### config.mk
export PLATFORM = sky130hd
export DESIGN_NAME = be_lane_unit
export DESIGN_NICKNAME = d
export VERILOG_FILES = /design/src/rtl/be_lane_pkg.sv /design/src/rtl/be_lane_align.sv /design/src/rtl/be_lane_load.sv /design/src/rtl/be_lane_store.sv /design/src/rtl/be_lane_unit.sv
export SDC_FILE = /design/constraint.sdc
export NUM_CORES = 1
export LEC_CHECK = 0
export ABC_AREA = 1
export BUFFER_PORTS_ARGS = -buffer_cell sky130_fd_sc_hd__clkbuf_2
export CORE_UTILIZATION = 35
export DETAILED_ROUTE_END_ITERATION = 10
export GPL_TIMING_DRIVEN = 1
export PLACE_DENSITY_LB_ADDON = 0.2
export SKIP_LAST_GASP = 1
export SYNTH_ARGS = -nofsm -noshare
export SYNTH_HDL_FRONTEND = slang
export SYNTH_SLANG_ARGS = --single-unit
### constraint.sdc
create_clock -name vclk -period 1.51
set_input_delay 0.302 -clock vclk [all_inputs]
set_output_delay 0.302 -clock vclk [all_outputs]
set_load 0.02 [all_outputs]
### src/rtl/be_lane_pkg.sv
package be_lane_pkg;

    typedef enum logic [1:0] {
        SZ_BYTE = 2'b00,
        SZ_HALF = 2'b01,
        SZ_WORD = 2'b10,
        SZ_RSVD = 2'b11
    } acc_size_e;

endpackage

### src/rtl/be_lane_align.sv
module be_lane_align
    import be_lane_pkg::*;
#(
    parameter int OFF_W = 2
) (
    input  logic [OFF_W-1:0] off,
    input  acc_size_e        size,
    output logic             bad
);

    always_comb begin
        unique case (size)
            SZ_BYTE: bad = 1'b0;
            SZ_HALF: bad = off[0];
            SZ_WORD: bad = |off;
            default: bad = 1'b1;
        endcase
    end

endmodule

### src/rtl/be_lane_load.sv
module be_lane_load
    import be_lane_pkg::*;
#(
    parameter int DATA_W = 32,
    parameter int LANE_W = 8,
    parameter int OFF_W  = $clog2(DATA_W / LANE_W)
) (
    input  logic [DATA_W-1:0] mem_word,
    input  logic [OFF_W-1:0]  off,
    input  acc_size_e         size,
    input  logic              zext,
    output logic [DATA_W-1:0] value
);

    localparam int NUM_LANES = DATA_W / LANE_W;
    localparam int HALF_W    = 2 * LANE_W;
    localparam int NUM_HALF  = NUM_LANES / 2;

    logic [LANE_W-1:0] lane  [NUM_LANES];
    logic [HALF_W-1:0] hpair [NUM_HALF];

    // big-endian numbering: index 0 is the top of the word
    for (genvar k = 0; k < NUM_LANES; k++) begin : g_lane
        assign lane[k] = mem_word[DATA_W-1-k*LANE_W -: LANE_W];
    end

    for (genvar j = 0; j < NUM_HALF; j++) begin : g_half
        assign hpair[j] = mem_word[DATA_W-1-j*HALF_W -: HALF_W];
    end

    logic [LANE_W-1:0] sel_b;
    logic [HALF_W-1:0] sel_h;
    logic              fill_b;
    logic              fill_h;

    always_comb begin
        sel_b  = lane[off];
        sel_h  = hpair[off[OFF_W-1:1]];
        fill_b = sel_b[LANE_W-1] & ~zext;
        fill_h = sel_h[HALF_W-1] & ~zext;
        unique case (size)
            SZ_BYTE: value = {{(DATA_W-LANE_W){fill_b}}, sel_b};
            SZ_HALF: value = {{(DATA_W-HALF_W){fill_h}}, sel_h};
            default: value = mem_word;
        endcase
    end

endmodule

### src/rtl/be_lane_store.sv
module be_lane_store
    import be_lane_pkg::*;
#(
    parameter int DATA_W = 32,
    parameter int LANE_W = 8,
    parameter int OFF_W  = $clog2(DATA_W / LANE_W)
) (
    input  logic [DATA_W-1:0]        src,
    input  logic [OFF_W-1:0]         off,
    input  acc_size_e                size,
    input  logic                     wr_en,
    input  logic                     blocked,
    output logic [DATA_W-1:0]        word_out,
    output logic [DATA_W/LANE_W-1:0] be_out
);

    localparam int NUM_LANES = DATA_W / LANE_W;
    localparam int HALF_W    = 2 * LANE_W;
    localparam int NUM_HALF  = NUM_LANES / 2;
    localparam logic [NUM_LANES-1:0] BYTE_TOP = {1'b1,  {(NUM_LANES-1){1'b0}}};
    localparam logic [NUM_LANES-1:0] HALF_TOP = {2'b11, {(NUM_LANES-2){1'b0}}};

    logic [DATA_W-1:0] rep_b;
    logic [DATA_W-1:0] rep_h;

    for (genvar k = 0; k < NUM_LANES; k++) begin : g_rep_b
        assign rep_b[k*LANE_W +: LANE_W] = src[LANE_W-1:0];
    end

    for (genvar j = 0; j < NUM_HALF; j++) begin : g_rep_h
        assign rep_h[j*HALF_W +: HALF_W] = src[HALF_W-1:0];
    end

    logic [NUM_LANES-1:0] mask;

    always_comb begin
        unique case (size)
            SZ_BYTE: begin
                word_out = rep_b;
                mask     = BYTE_TOP >> off;
            end
            SZ_HALF: begin
                word_out = rep_h;
                mask     = HALF_TOP >> off;
            end
            default: begin
                word_out = src;
                mask     = '1;
            end
        endcase
        be_out = (wr_en && !blocked) ? mask : '0;
    end

endmodule

### src/rtl/be_lane_unit.sv
module be_lane_unit
    import be_lane_pkg::*;
#(
    parameter int DATA_W = 32,
    parameter int LANE_W = 8
) (
    input  logic [1:0]        addr_lo,
    input  logic [1:0]        acc_size,
    input  logic              ld_zext,
    input  logic              wr_req,
    input  logic [DATA_W-1:0] rd_word,
    input  logic [DATA_W-1:0] reg_data,
    output logic [DATA_W-1:0] ld_value,
    output logic [DATA_W-1:0] st_word,
    output logic [3:0]        st_be,
    output logic              misalign
);

    localparam int OFF_W = 2;

    acc_size_e size_q;
    assign size_q = acc_size_e'(acc_size);

    be_lane_align #(.OFF_W(OFF_W)) align_i (
        .off  (addr_lo),
        .size (size_q),
        .bad  (misalign)
    );

    be_lane_load #(.DATA_W(DATA_W), .LANE_W(LANE_W), .OFF_W(OFF_W)) load_i (
        .mem_word (rd_word),
        .off      (addr_lo),
        .size     (size_q),
        .zext     (ld_zext),
        .value    (ld_value)
    );

    be_lane_store #(.DATA_W(DATA_W), .LANE_W(LANE_W), .OFF_W(OFF_W)) store_i (
        .src      (reg_data),
        .off      (addr_lo),
        .size     (size_q),
        .wr_en    (wr_req),
        .blocked  (misalign),
        .word_out (st_word),
        .be_out   (st_be)
    );

endmodule

== Yosys cells after proc, flatten, opt, wreduce, memory -nomap -nowiden ==
Index checks and enable logic that the tools add are counted.

* Bits in read-only memories: 0
* Output and inout port bits: 69
* Memory bits (writable): 0
* Memories kept: 0
* Latch bits: 0
* Flip-flop bits (word level): 0

* Shift-type cells: 2
* Bitwise operators: 5
* Divide/modulo/power cells: 0
* Muxes and demuxes: 11
* Equal/unequal tests: 2
* Multiply operators: 0
* Order comparisons: 2
* Add/sub/neg operators: 0
* Reduce and logical (&&, ||, !) cells: 4

{| class="wikitable"
|+ Operators with widths
! operator !! count
|-
| 32-bit case mux with 2 select lines || 2
|-
| 16-bit two-way mux || 3
|-
| 8-bit binary-select mux with 2-bit select || 1
|-
| 8-bit two-way mux || 2
|-
| 4-bit case mux with 2 select lines || 1
|-
| 4-bit by 2-bit right shift with 4-bit output (first input constant) || 2
|-
| 4-bit two-way mux || 1
|-
| 3-bit >= comparator (second input constant) || 1
|-
| 2-bit NOT with 3-bit output || 1
|-
| 1-bit case mux with 3 select lines || 1
|-
| 1-bit bitwise AND || 2
|-
| 2-bit by 1-bit == test with 1-bit output (second input constant) || 1
|-
| 2-bit == test (second input constant) || 1
|-
| 2-bit >= comparator (second input constant) || 1
|-
| 2-bit logical NOT || 1
|-
| 1-bit NOT with 2-bit output || 1
|-
| 2-bit OR reduction || 1
|-
| 1-bit logical AND || 1
|-
| 1-bit logical NOT || 1
|-
| 1-bit NOT || 1
|}

== Depth between registers and ports, before layout ==
* Depth in word-level cells: 6
* Depth in mapped cells: 8
* Mapped depth without buffers: 7

== Hierarchy ==
From an unflattened synthesis, not the netlist that was laid out.

* Cell total of the unflattened synthesis: 253
* Area total of the unflattened synthesis: 1381.3 um^2

{| class="wikitable"
|+ By module, submodules not included
! module !! area an instance (um^2) !! instances !! sequential area each (um^2) !! cells each
|-
| be_lane_load || 842.1 || 1 || 0.0 || 153
|-
| be_lane_store || 525.5 || 1 || 0.0 || 97
|-
| be_lane_align || 13.8 || 1 || 0.0 || 3
|}

== Least setup slack after synthesis ==
OpenSTA, ideal clock, no wires.

* Path type: input port to output port
* Start point: input port addr_lo[1]
* End point: output port st_be[3]
* Path buffers: 1
* Slack: 29 ps
* Data required time: 1208 ps
* Stages: 6
* Arrival: 1179 ps
* Path through: inv_2 -> buf_4 -> nand2_1 -> o21ai_1 -> nand3_1 -> a21oi_1

* Word-level cells in the longest chain between the ends: 5
* Elaborated cells on any way between the ends: 8

{| class="wikitable"
|+ Ends and longest elaborated chain
! element !! line !! text
|-
| start, declared || be_lane_unit.sv:7 || <nowiki>input logic [1:0] addr_lo,</nowiki>
|-
| 2-bit OR reduction || be_lane_align.sv:15 || <nowiki>SZ_WORD: bad = |off;</nowiki>
|-
| 1-bit case mux with 3 select lines || be_lane_align.sv:12 || <nowiki>unique case (size)</nowiki>
|-
| 1-bit logical NOT || be_lane_store.sv:51 || <nowiki>be_out = (wr_en && !blocked) ? mask : '0;</nowiki>
|-
| 1-bit logical AND || be_lane_store.sv:51 ||
|-
| 4-bit two-way mux * || be_lane_store.sv:51 ||
|-
| end, declared || be_lane_unit.sv:15 || <nowiki>output logic [3:0] st_be,</nowiki>
|}

Mark *: on every way between the ends. The rest lies on a longest branch, timed or not.

== Worst setup path after layout ==
* Start point: input port addr_lo[0]
* End point: output port ld_value[1]

* Word-level cells in the longest chain between the ends: 5

{| class="wikitable"
|+ Ends and longest elaborated chain
! element !! line !! text
|-
| 2-bit NOT with 3-bit output (implied by the code) || be_lane_load.sv:37 || <nowiki>sel_b = lane[off];</nowiki>
|-
| 8-bit binary-select mux with 2-bit select || be_lane_load.sv:37 ||
|-
| 8-bit two-way mux (implied by the code) (2 in a row) || be_lane_load.sv:37 ||
|-
| 32-bit case mux with 2 select lines || be_lane_load.sv:41 || <nowiki>unique case (size)</nowiki>
|-
| end, declared || be_lane_unit.sv:13 || <nowiki>output logic [DATA_W-1:0] ld_value,</nowiki>
|}

No other way between the ends. The select of a mux whose other input is x is not followed.

==> results.py <==
metrics = {
    "floorplan": {
        "die_w_microns": 59.29,
        "start_util_pct": 37.32,
        "fp.dieH_microns": 59.29,
        "die-area_sq_um": 3515,
        "num_io_pins": 139,
        "coreArea_sq_um": 3078,
        "fp-row-count": 20,
    },
    "detailed_routing": {
        "routedWlPerCell_microns": 14.58,
        "routed_wl_microns": 6533,
        "ant_nets": 0,
        "drt_pass1_iterations": 7,
        "drc": 0,
        "vias_per_cell": 5.350,
        "drtIter0Drc": 257,
        "vias": 2397,
    },
    "timing": {
        "final-hold-violation-count": 0,
        "slew_viol_final": 0,
        "finalCriticalPeriod_ps": 1556,
        "max_slew_margin_pct": 81.91,
        "setup_viol": 12,
        "tightest_slew_ps": 268.5,
        "rsz0062_at_grt": "yes",
        "period_share_pct": 103.1,
        "fmax_mhz": 642.6,
        "setup_ws_ps": -46.22,
    },
    "finish": {
        "fin_util_pct": 81.10,
        "syn_to_final_growth_pct": 117.3,
        "n_antenna_cell": 0,
        "flops_and_latches": 0,
        "nNetsFinal": 476,
        "multi_input_area_sq_um": 1179,
        "register_area_sq_um": 0,
        "fill_cells": 222,
        "stdcell_area_sq_um": 2496,
        "drive_above_1_share_pct": 55.94,
        "clock_buffers": 0,
    },
    "synth": {
        "ys_seq_area_share_pct": 0,
        "synthSimpleGateAreaFrac_pct": 75.05,
        "synth_top_area_share_pct": 49.02,
        "syn_inst": 254,
        "synth.most_common_cell": "nand2_1",
        "synth_commonest_cells": "nand2_1, nand3_1, buf_4",
        "synth-compound-area-share_pct": 7.190,
        "ys_types": 18,
        "synthXorXnorAreaFrac_pct": 0,
        "synth_top_area_cell": "nand2_1",
        "yosys-top-cells-area": "nand2_1, nand3_1, buf_4",
        "synth_area_sq_um": 1149,
        "syn_area_per_cell_sq_um": 4.522,
        "synth_top_family_by_area": "simple AND/OR/NAND/NOR gates",
        "ys_warn_count": 0,
        "synth_fa_ha_area_share_pct": 0,
        "synth_mux_area_share_pct": 0,
        "syn_nets": 324,
    },
    "setup_path": {
        "crit_path_max_fanout": 6,
        "worstSetupStartpointType": "input port",
        "arrival_ps": 1250,
        "cp-end-kind": "output pin",
        "path_class": "input port to output pin",
        "required_ps": 1210,
    },
    "pwr": {
        "power_mw": 1.015,
        "ir_drop_mv": 0.2549,
        "p_leak_nw": 1.574,
        "p_per_area_nw_per_um2": 406.8,
    },
    "placement": {
        "pre_cts_ws_ps": -117.5,
        "postPlaceCellArea_sq_um": 1953,
        "place.gp.congestion": 0.9395,
        "portBuffers": 139,
        "hpwlAfterDp_microns": 3754,
    },
    "clock_network": {
        "postCtsHoldBufs": 0,
    },
    "flow_run": {
        "maxCapViolations": 0,
    },
    "global_route": {
        "antenna_found_initial": 0,
        "grt_pass1_vias": 1883,
        "grt-ovfl-total": 0,
        "grt_pass1_wl_microns": 7810,
        "grt_max_degree": 22,
        "track_usage_pct": 27.71,
    },
    "hold_path": {
        "hp-class": "input port to output pin",
    },
    "status": {
        "violations": "setup timing",
        "status": "finished with violations",
    },
}
[stage by stage]
stage	hold WS, ps	TNS (ps)	instances
5_1_grt	853.3	-1248	448
4_1_cts	848.8	-244.3	442
3_5_place_dp	848.4	-2647	438
2_1_floorplan	716.6	0	254
3_3_place_gp	847.8	-2322	438
6_report	847.1	-217.9	448
[path summary, 6_finish.rpt]
path | startpoint | to | slack (ps) | cells past startpoint
setup / recovery | addr_lo[0] | ld_value[1] | -50 | 6
hold / removal | reg_data[3] | st_word[3] | 850 | 2
[logic make-up after synthesis]
| logic type | count (synthesis) |
|---|---|
| and+or+nand+nor | 203 |
| AOI/OAI and AO/OA | 14 |
| buffers and inverters | 37 |
[layout by cell type, fill, tap and decap left out, drive strengths merged]
cell | netlist | layout
nor2 | 6 | 6
a21oi | 2 | 2
buf | 20 | 67
a21boi | 1 | 1
clkinvlp | 0 | 1
inv | 14 | 13
nand2 | 151 | 151
o21ai | 7 | 7
nand3 | 46 | 49
o211ai | 4 | 4
clkbuf | 3 | 103
[power by group]
part           leakage, nW  switching [mW]  internal (mW)
registers                0               0              0
clock network            0               0              0
logic                 1.57           0.584          0.431
total                 1.57           0.584          0.431
[cell type report]
| cell class | instances | share of cell area, % |
|---|---|---|
| Timing Repair Buffer | 170 | 47.92 |
| Inverter | 14 | 2.657 |
| Tap cell | 44 | 2.206 |
| Multi-Input combinational cell | 220 | 47.22 |
[worst max-delay path: stages]
cell     delay, ps
buf_8          110
o21ai_0        250
inv_1          210
nand3_1        110
nand3_1        110
buf_6          150
[timing repair]
item / in CTS / in global routing
pin swaps: 8 / 17
gates resized for setup: 54 / 97
gates cloned: 3 / 1
setup endpoints to repair: 33 / 43
buffers inserted: 1 / 5
[metal layers]
metal | global-route usage, % | part of all wire [%] | vias up
met1 | 31.06 | 35 | 1047
li1 | - | - | 1109
met2 | 54.57 | 49 | 192
met5 | 0 | 0 | -
met4 | 4.762 | 5.3 | 0
met3 | 4.148 | 11 | 49
No activity file was read; power rests on OpenSTA's default activity.
